## config.mk

```make
export PLATFORM = sky130hd
export DESIGN_NAME = intr_vector_reg
export DESIGN_NICKNAME = d
export VERILOG_FILES = /design/src/rtl/ivr_pkg.sv /design/src/rtl/ivr_bus_dec.sv /design/src/rtl/ivr_prio_enc.sv /design/src/rtl/ivr_clear_ctl.sv /design/src/rtl/intr_vector_reg.sv
export SDC_FILE = /design/constraint.sdc
export NUM_CORES = 1
export LEC_CHECK = 0
export CORE_MARGIN = 2
export CORE_UTILIZATION = 37
export DETAILED_ROUTE_END_ITERATION = 10
export HOLD_SLACK_MARGIN = 0.03
export PLACE_DENSITY = 0.9
export SLEW_MARGIN = 10
export SYNTH_ARGS = -nofsm -noshare
export SYNTH_HDL_FRONTEND = slang
export SYNTH_HIERARCHICAL = 1
export SYNTH_SLANG_ARGS = --single-unit
```

## constraint.sdc

```tcl
create_clock -name clk -period 2.07 [get_ports clk]
set_input_delay 0.414 -clock clk [delete_from_list [all_inputs] [get_ports clk]]
set_output_delay 0.414 -clock clk [all_outputs]
set_load 0.1 [all_outputs]
```

## src/rtl/ivr_pkg.sv

```systemverilog
// Package: shared constants and the decoded bus-access type for the
// interrupt vector register. Assumes one bus access per cycle.
package ivr_pkg;

    localparam int CODE_W   = 4;   // width of the reported source code
    localparam int READ_W   = 8;   // width of the read value
    localparam int CODE_LSB = 2;   // position of the code's low bit

    // Flag positions; a higher index ranks higher.
    localparam int SRC_TX_EMPTY = 0;
    localparam int SRC_RX_FULL  = 1;
    localparam int SRC_REPLY_RX = 2;
    localparam int SRC_EOD_SEEN = 3;
    localparam int SRC_EOF_SEEN = 4;
    localparam int SRC_BREAK    = 5;
    localparam int SRC_ARB_LOST = 6;
    localparam int SRC_ERROR    = 7;

    // Decoded strobes for one bus cycle.
    typedef struct packed {
        logic vec_rd;
        logic vec_wr;
        logic dat_rd;
        logic dat_wr;
    } ivr_acc_t;

endpackage

```

## src/rtl/ivr_bus_dec.sv

```systemverilog
// Bus decoder: turns read/write strobes and the register select into
// per-register access strobes. Assumes read and write are not both set.
module ivr_bus_dec
    import ivr_pkg::*;
#(
    parameter int             ADDR_W    = 3,
    parameter logic [ADDR_W-1:0] VEC_ADDR  = 3'd6,
    parameter logic [ADDR_W-1:0] DATA_ADDR = 3'd7
) (
    input  logic              rd_en_i,
    input  logic              wr_en_i,
    input  logic [ADDR_W-1:0] addr_i,
    output ivr_acc_t          acc_o
);

    logic hit_vec;
    logic hit_dat;

    // Compare the select against both register addresses.
    always_comb begin
        hit_vec = (addr_i == VEC_ADDR);
        hit_dat = (addr_i == DATA_ADDR);
    end

    // Combine address hits with the strobes.
    always_comb begin
        acc_o.vec_rd = rd_en_i & hit_vec;
        acc_o.vec_wr = wr_en_i & hit_vec;
        acc_o.dat_rd = rd_en_i & hit_dat;
        acc_o.dat_wr = wr_en_i & hit_dat;
    end

endmodule

```

## src/rtl/ivr_prio_enc.sv

```systemverilog
// Priority encoder: reports code i+1 for the highest set request bit i,
// or zero when no bit is set. Assumes NSRC < 2**CODE_W.
module ivr_prio_enc #(
    parameter int NSRC   = 8,
    parameter int CODE_W = 4
) (
    input  logic [NSRC-1:0]   req_i,
    output logic [CODE_W-1:0] code_o
);

    // Scan upward so the highest set index is the last one written.
    always_comb begin
        code_o = '0;
        for (int i = 0; i < NSRC; i++) begin
            if (req_i[i]) code_o = CODE_W'(i + 1);
        end
    end

endmodule

```

## src/rtl/ivr_clear_ctl.sv

```systemverilog
// Clear controller: raises the clear pulses for status sources on a
// vector read, arms data-register sources on a vector read, and fires
// their clear on the matching data access or on end-of-data.
// Assumes vec_code_i is the code shown by the current read.
module ivr_clear_ctl
    import ivr_pkg::*;
#(
    parameter int              NSRC    = 8,
    parameter int              CODE_W  = 4,
    parameter logic [NSRC-1:0] RD_MASK = 8'b0000_0110,
    parameter logic [NSRC-1:0] WR_MASK = 8'b0000_0001
) (
    input  logic              clk,
    input  logic              rst_n,
    input  ivr_acc_t          acc_i,
    input  logic              eod_set_i,
    input  logic [NSRC-1:0]   cond_i,
    input  logic [CODE_W-1:0] vec_code_i,
    output logic [NSRC-1:0]   clr_o
);

    localparam logic [NSRC-1:0] DATA_MASK = RD_MASK | WR_MASK;

    logic [NSRC-1:0] rep_oh;
    logic [NSRC-1:0] arm_q;
    logic [NSRC-1:0] arm_d;
    logic [NSRC-1:0] stat_clr;
    logic [NSRC-1:0] dat_clr;
    logic [NSRC-1:0] eod_clr;

    // Decode the reported code into a one-hot source mask.
    generate
        for (genvar g = 0; g < NSRC; g++) begin : g_oh
            assign rep_oh[g] = (vec_code_i == CODE_W'(g + 1));
        end
    endgenerate

    // Build the three clear contributions and gate them with the flags.
    always_comb begin
        stat_clr = acc_i.vec_rd ? (rep_oh & ~DATA_MASK) : '0;
        dat_clr  = (acc_i.dat_rd ? (arm_q & RD_MASK) : '0)
                 | (acc_i.dat_wr ? (arm_q & WR_MASK) : '0);
        eod_clr  = eod_set_i ? WR_MASK : '0;
        clr_o    = (stat_clr | dat_clr | eod_clr) & cond_i;
    end

    // Next arm state: set by a vector read, consumed by a data access.
    always_comb begin
        if (acc_i.vec_rd)
            arm_d = rep_oh & DATA_MASK;
        else if (acc_i.dat_rd || acc_i.dat_wr)
            arm_d = '0;
        else
            arm_d = arm_q;
        if (eod_set_i) arm_d = arm_d & ~WR_MASK;
    end

    // Arm register.
    always_ff @(posedge clk) begin
        if (!rst_n) arm_q <= '0;
        else        arm_q <= arm_d;
    end

    AST_ARM_CONSUMED: assert property (@(posedge clk) disable iff (!rst_n)
        (acc_i.dat_rd || acc_i.dat_wr) |=> (arm_q == '0));
    AST_SINGLE_STATUS_CLR: assert property (@(posedge clk) disable iff (!rst_n)
        (acc_i.vec_rd && !eod_set_i) |-> $onehot0(clr_o));
    AST_VEC_WRITE_QUIET: assert property (@(posedge clk) disable iff (!rst_n)
        (acc_i.vec_wr && !eod_set_i) |-> (clr_o == '0));
    AST_UNARMED_QUIET: assert property (@(posedge clk) disable iff (!rst_n)
        (acc_i.dat_rd && (arm_q == '0) && !eod_set_i) |-> (clr_o == '0));

endmodule

```

## src/rtl/intr_vector_reg.sv

```systemverilog
// Interrupt vector register top: holds the registered code of the
// highest pending flag, presents it on vector reads, and drives the
// flag clear pulses. Assumes flags drop the cycle after their pulse.
module intr_vector_reg
    import ivr_pkg::*;
#(
    parameter int                NSRC      = 8,
    parameter int                ADDR_W    = 3,
    parameter logic [ADDR_W-1:0] VEC_ADDR  = 3'd6,
    parameter logic [ADDR_W-1:0] DATA_ADDR = 3'd7,
    parameter logic [NSRC-1:0]   RD_MASK   = 8'b0000_0110,
    parameter logic [NSRC-1:0]   WR_MASK   = 8'b0000_0001
) (
    input  logic              clk,
    input  logic              rst_n,
    input  logic [NSRC-1:0]   cond_i,
    input  logic              rd_en_i,
    input  logic              wr_en_i,
    input  logic [ADDR_W-1:0] addr_i,
    input  logic              eod_set_i,
    output logic [READ_W-1:0] rd_data_o,
    output logic [NSRC-1:0]   clr_o
);

    localparam int PAD_HI = READ_W - CODE_LSB - CODE_W;

    ivr_acc_t          acc;
    logic [CODE_W-1:0] vec_q;
    logic [CODE_W-1:0] vec_d;
    logic [NSRC-1:0]   remain;

    ivr_bus_dec #(
        .ADDR_W    (ADDR_W),
        .VEC_ADDR  (VEC_ADDR),
        .DATA_ADDR (DATA_ADDR)
    ) u_dec (
        .rd_en_i (rd_en_i),
        .wr_en_i (wr_en_i),
        .addr_i  (addr_i),
        .acc_o   (acc)
    );

    ivr_clear_ctl #(
        .NSRC    (NSRC),
        .CODE_W  (CODE_W),
        .RD_MASK (RD_MASK),
        .WR_MASK (WR_MASK)
    ) u_clr (
        .clk        (clk),
        .rst_n      (rst_n),
        .acc_i      (acc),
        .eod_set_i  (eod_set_i),
        .cond_i     (cond_i),
        .vec_code_i (vec_q),
        .clr_o      (clr_o)
    );

    // Flags still pending once this cycle's clears take effect.
    always_comb remain = cond_i & ~clr_o;

    ivr_prio_enc #(
        .NSRC   (NSRC),
        .CODE_W (CODE_W)
    ) u_enc (
        .req_i  (remain),
        .code_o (vec_d)
    );

    // Capture the code of the highest remaining flag every cycle.
    always_ff @(posedge clk) begin
        if (!rst_n) vec_q <= '0;
        else        vec_q <= vec_d;
    end

    // Present the padded code on a vector read only.
    always_comb begin
        rd_data_o = acc.vec_rd ? {{PAD_HI{1'b0}}, vec_q, {CODE_LSB{1'b0}}}
                               : '0;
    end

    AST_IDLE_ZERO: assert property (@(posedge clk) disable iff (!rst_n)
        ($past(cond_i) == '0) |-> (vec_q == '0));
    AST_CODE_RANGE: assert property (@(posedge clk) disable iff (!rst_n)
        (vec_q <= CODE_W'(NSRC)));
    AST_CLEARED_NOT_SHOWN: assert property (@(posedge clk) disable iff (!rst_n)
        (clr_o != '0 && cond_i == clr_o) |=> (vec_q == '0));

endmodule

```

# --- After elaboration in Yosys (flattened, before gate mapping) ---
# Index checks and enable logic that the tools add are counted.
totals:
  ff_bits: 12
  in_bits: 16
classes:
  n_eq_ne: 10
  n_mux: 15
  n_bitwise: 10
  reduce_logical: 4
op_table:
  columns: ["op", "count"]
  rows:
  - ["$mux W8", 3]
  - ["$or A8 B8 Y8", 3]
  - ["$and A8 B8 Y8", 2]
  - ["$eq A4 B3 Y1 const B", 4]
  - ["$mux W3", 5]
  - ["$eq A4 B2 Y1 const B", 2]
  - ["$not A8 Y8", 1]
  - ["$eq A3 B3 Y1 const B", 2]
  - ["$mux W6", 1]
  - ["$eq A4 B1 Y1 const B", 1]
  - ["$eq A4 B4 Y1 const B", 1]
  - ["$mux W2", 2]
  - ["$mux W4", 1]
  - ["$reduce_or A2 Y1", 2]
  - ["$and A1 B1 Y1", 3]
  - ["$mux W1", 3]
  - ["$reduce_bool A2 Y1", 1]
  - ["$logic_or A1 B1 Y1", 1]
  - ["$not A1 Y1", 1]

# --- Depth between registers and ports, before layout ---
# Gate-level depths: netlist of run 1.
depth:
  depth_word: 17
  ltp_mapped: 8
  mapped_depth_nobuf: 8

# --- Cells and area by module ---
# The synthesis of run 1 kept the hierarchy.
by_module_without_submodules:
  columns: ["mod", "instances", "cells_each", "area_each_um2"]
  rows:
  - ["ivr_clear_ctl", 1, 25, 237.7]
  - ["intr_vector_reg", 1, 25, 214.0]
  - ["ivr_prio_enc", 1, 12, 75.1]
  - ["ivr_bus_dec", 1, 4, 37.5]

# --- Worst setup path after synthesis of run 1 ---
# Ideal clock, no wire load.
synth_path:
  kind: "input port to flip-flop"
  start: "input addr_i[0]"
  end: "register vec_q[0]"
  arrival_ns: 4.916
  setup_slack_ns: -2.906
  stages: 8
  path_cell_list: "and4b_1 -> nand2b_1 -> nor4_1 -> nor2b_1 -> nor3b_1 -> a21oi_2 -> o41ai_2 -> and2_1"
synth_via:
  elab_cells_between_ends: 22
  classes_between: "2 x eq/ne; 10 x mux; 9 x bitwise; 1 x reduce/logical"
synth_lines:
  columns: ["item", "line", "rtl"]
  rows:
  - ["from (decl)", "intr_vector_reg.sv:19", "input logic [ADDR_W-1:0] addr_i,"]
  - ["$eq A3 B3 Y1", "ivr_bus_dec.sv:21", "hit_vec = (addr_i == VEC_ADDR);"]
  - ["$and A1 B1 Y1", "ivr_bus_dec.sv:27", "acc_o.vec_rd = rd_en_i & hit_vec;"]
  - ["$mux W8", "ivr_clear_ctl.sv:40", "stat_clr = acc_i.vec_rd ? (rep_oh & ~DATA_MASK) : '0;"]
  - ["$or A8 B8 Y8 (2 in a row)", "ivr_clear_ctl.sv:44", "clr_o = (stat_clr | dat_clr | eod_clr) & cond_i;"]
  - ["$and A8 B8 Y8", "ivr_clear_ctl.sv:44", null]
  - ["named net clr_o[7]", "intr_vector_reg.sv:22", "output logic [NSRC-1:0] clr_o"]
  - ["$not A8 Y8", "intr_vector_reg.sv:59", "always_comb remain = cond_i & ~clr_o;"]
  - ["$and A8 B8 Y8", "intr_vector_reg.sv:59", null]
  - ["named net remain[7]", "intr_vector_reg.sv:30", "logic [NSRC-1:0] remain;"]
  - ["$reduce_or A2 Y1 (no source line)", null, null]
  - ["to (signal assigned)", "intr_vector_reg.sv:72", "else vec_q <= vec_d;"]
  - ["to (decl)", "intr_vector_reg.sv:28", "logic [CODE_W-1:0] vec_q;"]
# The timed path passes the listed nets, and every way through them passes these cells.
# A chain may end at the register's enable or synchronous reset.

==> summary.md, run 1 <==
Summed over all failing endpoints, the final setup total negative slack is 0 ns. The flow ran to the end, and the final reports show no timing, DRC or antenna violations. The initial antenna violation count is 0, and the number of buffers created by CTS is 3.

With fillers left out, the area of the finished cells amounts to 1090 sq um. The count of endpoints failing setup in the final report came out at 0. In the final layout, the multi-input gates occupy 423 sq um.

The logs give 112 for the number of placed instances, taps included and 30.5% for the clock network fraction of total power. The maximum number of pins on one net before global-route repair was 10. The sequential cells in the finished layout cover a total of 140 sq um. The post-detailed-placement cell area was 1040 sq um; the switching share of power was 34.5%. For the number of placement rows, the log shows 13.

Nature of the critical path endpoint: an output port. The start point of the worst min-delay path is u_clr/arm_q[1]$_SDFFE_PN0P_. In this run the static leakage power is 0.479 nW.

The tools report the synthesized netlist cell count as 65. Subtracting the final worst setup slack from the clock period gives 2.01 ns. In this run the power density over the cells is 378 nW/um^2.

During placement, the flow inserted port buffers numbering 27. In the final routed layout, each cell accounts on average for 14.1 microns. The clock latency at the later pin of the worst-skew pair is 0.26 ns, and the total of fill cells in the finished design is 81. Across every metal layer, demand over resource in global routing totals 21.6%. For the worst setup path, the data required time is 1.66 ns. For the half-perimeter wire length after placement, the log shows 1430 microns.

The run gives 670 as the number of global-route vias before repair. The register share of total power is 36.5%, and the number of warnings issued by yosys is 6. Across the run, the number of max-cap violations was 0. Combinational cells account for 33.0% of the total power. The area of the core region was 1350 sq um; the number of sinks handled by clock tree synthesis was 7.

The startpoint type of the worst setup path is an input pin. The number of vias per cell after detailed routing was 5.20. The first routing iteration left 2 violations. The congestion estimate from routability-driven global placement came to 0.813. Setup repair after global routing left no endpoint under its margin. The final cycle utilization of the critical path was 97.1%; the peak per-stage delay on the critical path was 0.30 ns. The tools report the worst setup path startpoint as addr_i[0].

Worst clock skew: 0.00912 ns. From bottom edge to top edge, the die measures 42.7 microns. The startpoint identified for the worst register-to-register timing path is vec_q[2]$_SDFF_PN0_. The slowest stage of the critical path is the sky130_fd_sc_hd__and4b_2 cell.

Once layout is complete, the utilization of the core stands at 81.1%. The setup path with the least slack is of type input pin to output port. The final count of hold timing violations came out at 0. The signal on the critical path passes through dlygate4sd2_1, and4b_2, and4b_1, and3b_2, buf_12. Clock tree root buffer cell: sky130_fd_sc_hd__clkbuf_4. For the internal power, the log shows 0.271 mW. The floorplan step set the die width to 42.7 microns. The fraction of layout instances using a drive strength above 1 is 40.0%, and the post-layout worst setup margin is 0.0600 ns. In this run the count of I/O pins placed on the die edge is 32. After clock tree synthesis, the clock-pin slew on the worst setup and hold paths is 0.05 ns.

H-tree depth: 1. For this run, the top clock speed supported by timing is 498 MHz. The final max-slew violation count is 0, and the initial cell density of the core is 41.1%. Summed over all nets, the switching power comes to 0.143 mW. Area overhead of the layout relative to synthesis: 97.5%.

After detailed routing, the number of remaining DRC violations is 0. The finished layout holds 120 standard cells, fillers aside. For this run, the post-layout net count is 122. The total wire length after detailed routing is 1690 microns, and the maximum number of buffers from clock root to sink is 2. TritonCTS built the clock tree. The worst slack at placement is -0.241 ns, and the post-layout total power is 0.414 mW. Dividing the synthesized area by the synthesized cell count gives 8.53 sq um. The worst hold margin was 0.473 ns; the total vias in the final route was 624.

Summed over all layers, the global routing overflow is 0. In this run the worst path has a maximum fanout of 3. Final antenna diode count: 0. The area of the die is 1820 sq um. The mapped netlist covers 554 sq um. The wire length of the first global-routing pass came out at 2890 microns. Worst hold-check path type: flop to flop.

At the worst endpoint, the arrival time is 1.60 ns. In this run the remaining antenna-violating nets after routing total 0. The worst vdd rail ir drop was 0.361 mV; the number of search-and-repair iterations in the first detailed-routing pass was 4. The cts-stage hold buffer count was 0.
## layout make-up
type                    count  area share [%]
clock buffers               4            2.40
inverters                   4            1.37
multi-input cells          52            38.6
flip-flops and latches      7            12.8
well taps                  15            1.71
repair buffers             38            43.1
## power groups by stage
stage / clock network [mW] / registers [mW] / logic (mW)
5_1_grt: 0.136 / 0.152 / 0.144
4_1_cts: 0.132 / 0.151 / 0.136
3_5_place_dp: 0 / 0.154 / 0.136
2_1_floorplan: 0 / 0.150 / 0.0898
6_report: 0.127 / 0.151 / 0.137
3_3_place_gp: 0 / 0.153 / 0.132
## layout by cell type, fill, tap and decap left out, types with 2 or more instances in the layout
cell and instances:
sky130_fd_sc_hd__buf_12 12, sky130_fd_sc_hd__clkdlybuf4s50_1 11, sky130_fd_sc_hd__buf_4 10, sky130_fd_sc_hd__and2_1 8, sky130_fd_sc_hd__nor2b_1 7, sky130_fd_sc_hd__dfxtp_1 7
sky130_fd_sc_hd__conb_1 4, sky130_fd_sc_hd__dlygate4sd2_1 4, sky130_fd_sc_hd__a21oi_1 4, sky130_fd_sc_hd__inv_1 4, sky130_fd_sc_hd__clkbuf_4 3, sky130_fd_sc_hd__nor2b_2 2
sky130_fd_sc_hd__and3_1 2, sky130_fd_sc_hd__a32o_2 2, sky130_fd_sc_hd__and4_1 2, sky130_fd_sc_hd__nor2_1 2
## worst paths after layout
| kind | to | slack, ns | cells past startpoint |
|---|---|---|---|
| max reg2reg | vec_q[0]$_SDFF_PN0_ | 0.37 | 7 |
| max | clr_o[4] | 0.06 | 5 |
| min | u_clr/arm_q[1]$_SDFFE_PN0P_ | 0.47 | 1 |
| min reg2reg | u_clr/arm_q[1]$_SDFFE_PN0P_ | 0.47 | 1 |
## what timing repair did
| item | in CTS | in global routing |
|---|---|---|
| pin swaps | 2 | 1 |
| hold endpoints to repair | 0 | 0 |
| endpoints found under the setup margin | 8 | 1 |
| resized for setup | 5 | 0 |
| setup buffers | 3 | 1 |
## critical path, delay by kind of cell
kind	cells	cell delay (ns)
simple gates	3	0.76
buf+inv	2	0.42
## sequential cells by signal, indices dropped and copies added, names as in the netlist
register,flops
u_clr/arm_q,3
vec_q,4
## metal layers
| layer | global-route usage [%] | routed length, microns | vias up |
|---|---|---|---|
| li1 | - | - | 310 |
| met1 | 22.8 | 656 | 284 |
| met2 | 36.4 | 893 | 22 |
| met3 | 4.68 | 74 | 8 |
| met4 | 16.9 | 69 | 0 |
| met5 | 0 | 0 | - |
(Power assumes the default switching activity.)
==> run 2, diff against run 1 <==
==> constraint.sdc (replaced) <==
create_clock -name clk -period 1.92 [get_ports clk]
set_input_delay 0.384 -clock clk [delete_from_list [all_inputs] [get_ports clk]]
set_output_delay 0.384 -clock clk [all_outputs]
set_load 0.1 [all_outputs]
==> summary.md, run 2 (same netlist as run 1, synthesis figures left out) <==
The flow ran to the end, and the final reports show no timing, DRC or antenna violations. The tools report the number of buffers created by CTS as 3 (unchanged). The switching share of power is 33.4% (was 34.5%), and the worst hold margin is 0.471 ns (was 0.473 ns). The final weighted congestion of routability-driven global placement was 0.814 (was 0.813). The number of sinks handled by clock tree synthesis came out at 7 (unchanged).

The area of the die was 1820 sq um (unchanged). Derived from the worst setup path, the maximum achievable clock frequency is 542 MHz. The height of the chip is 42.7 microns (unchanged), and the final standard cell utilization of the core is 82.9% (was 81.1%).

The worst slack at placement came out at -0.374 ns (was -0.241 ns). The tools report the clock tree root buffer cell as sky130_fd_sc_hd__clkbuf_4 (unchanged). The final antenna diode count was 0 (unchanged); the total vias in the final route was 625 (was 624).

Critical path cell sequence: clkdlybuf4s50_1, nand3b_1, nor3_4, buf_12 (was dlygate4sd2_1, and4b_2, and4b_1, and3b_2, buf_12). Total of fill cells in the finished design: 82 (was 81). The initial antenna violation count came out at 0 (unchanged).

The run gives 32 (unchanged) as the top-level I/O count. Half-perimeter wire length after placement: 1460 microns (was 1430 microns). The maximum number of buffers from clock root to sink was 2 (unchanged); the worst path arrival time was 1.46 ns (was 1.60 ns). The post-route non-filler standard cell count was 124 (was 120). For the count of endpoints failing setup in the final report, the log shows 0 (unchanged). The global-route usage over all layers was 21.9% (was 21.6%); the DRC violation count after routing was 0 (unchanged). The most common library cell in the layout ignoring fill and taps is sky130_fd_sc_hd__buf_4 (was sky130_fd_sc_hd__buf_12).

The shortest clock period the worst path allows after layout was 1.84 ns. Startpoint-to-endpoint class of the critical path: input pin to output port (unchanged). Relative contribution of combinational cells to total power: 34.5% (was 33.0%).

The worst hold-check path type was flop to flop (unchanged). For the post-route antenna net violation count, the log shows 0 (unchanged). The die width was 42.7 microns (unchanged). The final count of hold timing violations was 0 (unchanged).

Commonest cells after routing, fill and taps aside: sky130_fd_sc_hd__buf_4 (14), sky130_fd_sc_hd__buf_12 (12), sky130_fd_sc_hd__clkdlybuf4s50_1 (9) (was sky130_fd_sc_hd__buf_12 (12), sky130_fd_sc_hd__clkdlybuf4s50_1 (11), sky130_fd_sc_hd__buf_4 (10)). The logs give 0 (unchanged) for the cts-stage hold buffer count and 1120 sq um (was 1090 sq um) for the summed area of non-filler cells in the final layout. The number of vias per cell after detailed routing is 5.04 (was 5.20), and the quantity of I/O buffers inserted on ports is 27 (unchanged).

The buffering stage count on the worst path with inverters included is 2 (unchanged). The switching power of the nets came out at 0.147 mW (was 0.143 mW). The post-layout worst setup margin was 0.0754 ns (was 0.0600 ns); the peak per-stage delay on the critical path was 0.49 ns (was 0.30 ns). The number of global-route vias before repair is 657 (was 670).

The final max-slew violation count was 0 (unchanged). Master of the slowest instance on the critical path: sky130_fd_sc_hd__clkdlybuf4s50_1 (was sky130_fd_sc_hd__and4b_2). For the max-capacitance violation count, the log shows 0 (unchanged). The run gives 116 (was 112) as the number of placed instances, taps included. Setup repair after global routing left no endpoint under its margin. The internal power was 0.294 mW (was 0.271 mW).

The tools report the nature of the critical path endpoint as an output port (unchanged). The number of cells on the worst hold path is 1 (unchanged). The number of search-and-repair iterations in the first detailed-routing pass was 4 (unchanged).

Startpoint type of the worst setup path: an input pin (unchanged). The cell family with the largest share of critical-path delay is buffers and inverters (was simple AND/OR/NAND/NOR gates). The largest driver fanout on the critical path came out at 2 (was 3). The worst vdd rail ir drop was 0.454 mV (was 0.361 mV); the fraction of layout instances using a drive strength above 1 was 48.6% (was 40.0%). The area of the core region is 1350 sq um (unchanged), and the final cycle utilization of the critical path is 96.1%.

The tools report the clock latency at the later pin of the worst-skew pair as 0.24 ns (was 0.26 ns). TritonCTS built the clock tree. Logic depth of the worst setup path including buffers: 4 (was 5).

The worst reg2reg path depth came out at 7 (unchanged). Register name with the most flops: vec_q (unchanged). Clock input transition at the sequential cells of the worst setup and hold paths: 0.05 ns (about the same).

Total wire length after detailed routing: 1810 microns (was 1690 microns). The number of placement rows is 13 (unchanged), and the number of DRC markers in iteration 0 is 12 (was 2). For the wire length of the first global-routing pass, the log shows 3020 microns (was 2890 microns). The post-detailed-placement cell area came out at 1070 sq um (was 1040 sq um). Registers with the most flip-flops: vec_q x4, u_clr/arm_q x3 (unchanged).

The area overhead of the layout relative to synthesis came out at 102% (was 97.5%). The flip-flop count of the largest register after layout works out to 4 (unchanged). The H-tree depth came out at 1 (unchanged). Final-stage net count: 126 (was 122). The worst clock skew is 0.00282 ns (was 0.00912 ns), and the required time at the worst-slack endpoint is 1.54 ns (was 1.66 ns). The remaining global-route overflow is 0 (unchanged), and the initial cell density of the core is 41.1% (unchanged). The average routed wire per standard cell works out to 14.6 microns (was 14.1 microns). The run gives 37.1% (was 36.5%) as the register share of total power. For the maximum number of pins on one net before global-route repair, the log shows 10 (unchanged).

Clock network fraction of total power: 28.4% (was 30.5%). The power density over the cells is 394 nW/um^2 (was 378 nW/um^2). The tools report the standby leakage power as 0.506 nW (was 0.479 nW).
run 2: cell count changes in the layout (fill, tap and decap cells not counted), sizes merged:
cell,previous run,this run
dlymetal6s2s,0,1
clkdlybuf4s50,11,9
dlygate4sd2,4,1
buf,23,31
run 2: layout make-up:
cell class	count	area [sq um]	share of cell area, %
clock buffer	4	26.3	2.35
inverter	4	15.0	1.34
multi-input combinational	52	432	38.5
sequential	7	140	12.5
tap	15	18.8	1.68
timing repair buffer	42	488	43.6
run 2: worst register-to-register path, stage by stage, from the launching register on:
cell,delay (ns)
sky130_fd_sc_hd__dfxtp_1,0.53
sky130_fd_sc_hd__and4b_1,0.27
sky130_fd_sc_hd__and3b_2,0.23
sky130_fd_sc_hd__nor2b_1,0.06
sky130_fd_sc_hd__nor3b_2,0.15
sky130_fd_sc_hd__a21oi_2,0.13
sky130_fd_sc_hd__o41ai_2,0.08
sky130_fd_sc_hd__and2_1,0.16
run 2: path summary, 6_finish.rpt:
path / from / to / slack (ns)
setup / recovery: cond_i[3] / clr_o[3] / 0.08
setup reg to reg: vec_q[2]$_SDFF_PN0_ / vec_q[0]$_SDFF_PN0_ / 0.21
hold reg to reg: u_clr/arm_q[2]$_SDFFE_PN0P_ / u_clr/arm_q[2]$_SDFFE_PN0P_ / 0.47
hold / removal: u_clr/arm_q[2]$_SDFFE_PN0P_ / u_clr/arm_q[2]$_SDFFE_PN0P_ / 0.47
run 2: repair_timing:
action                                  CTS  global route
hold endpoints to repair                  0             0
pin swaps                                 3             1
buffers inserted                          4             0
gates resized for setup                  19             2
endpoints found under the setup margin   15             1
run 2: routing by layer:
metal	GRT usage (%)	part of all wire, %
met1	27.8	44
met2	36.1	52
met3	2.98	3.0
met4	10.6	0.77
met5	0	0
run 2: power groups by stage:
stage               combinational [mW]  sequential (mW)  clock [mW]
CTS                              0.151            0.163       0.131
global route                     0.160            0.164       0.144
floorplan                       0.0968            0.162           0
finish                           0.152            0.164       0.125
detailed placement               0.150            0.166           0
global placement                 0.146            0.165           0
run 2: through the flow:
step / TNS [ns] / power [mW]
6_report: 0 / 0.441
5_1_grt: 0 / 0.468
3_3_place_gp: -2.38 / 0.311
2_1_floorplan: -2.56 / 0.259
4_1_cts: 0 / 0.446
3_5_place_dp: -3.74 / 0.316
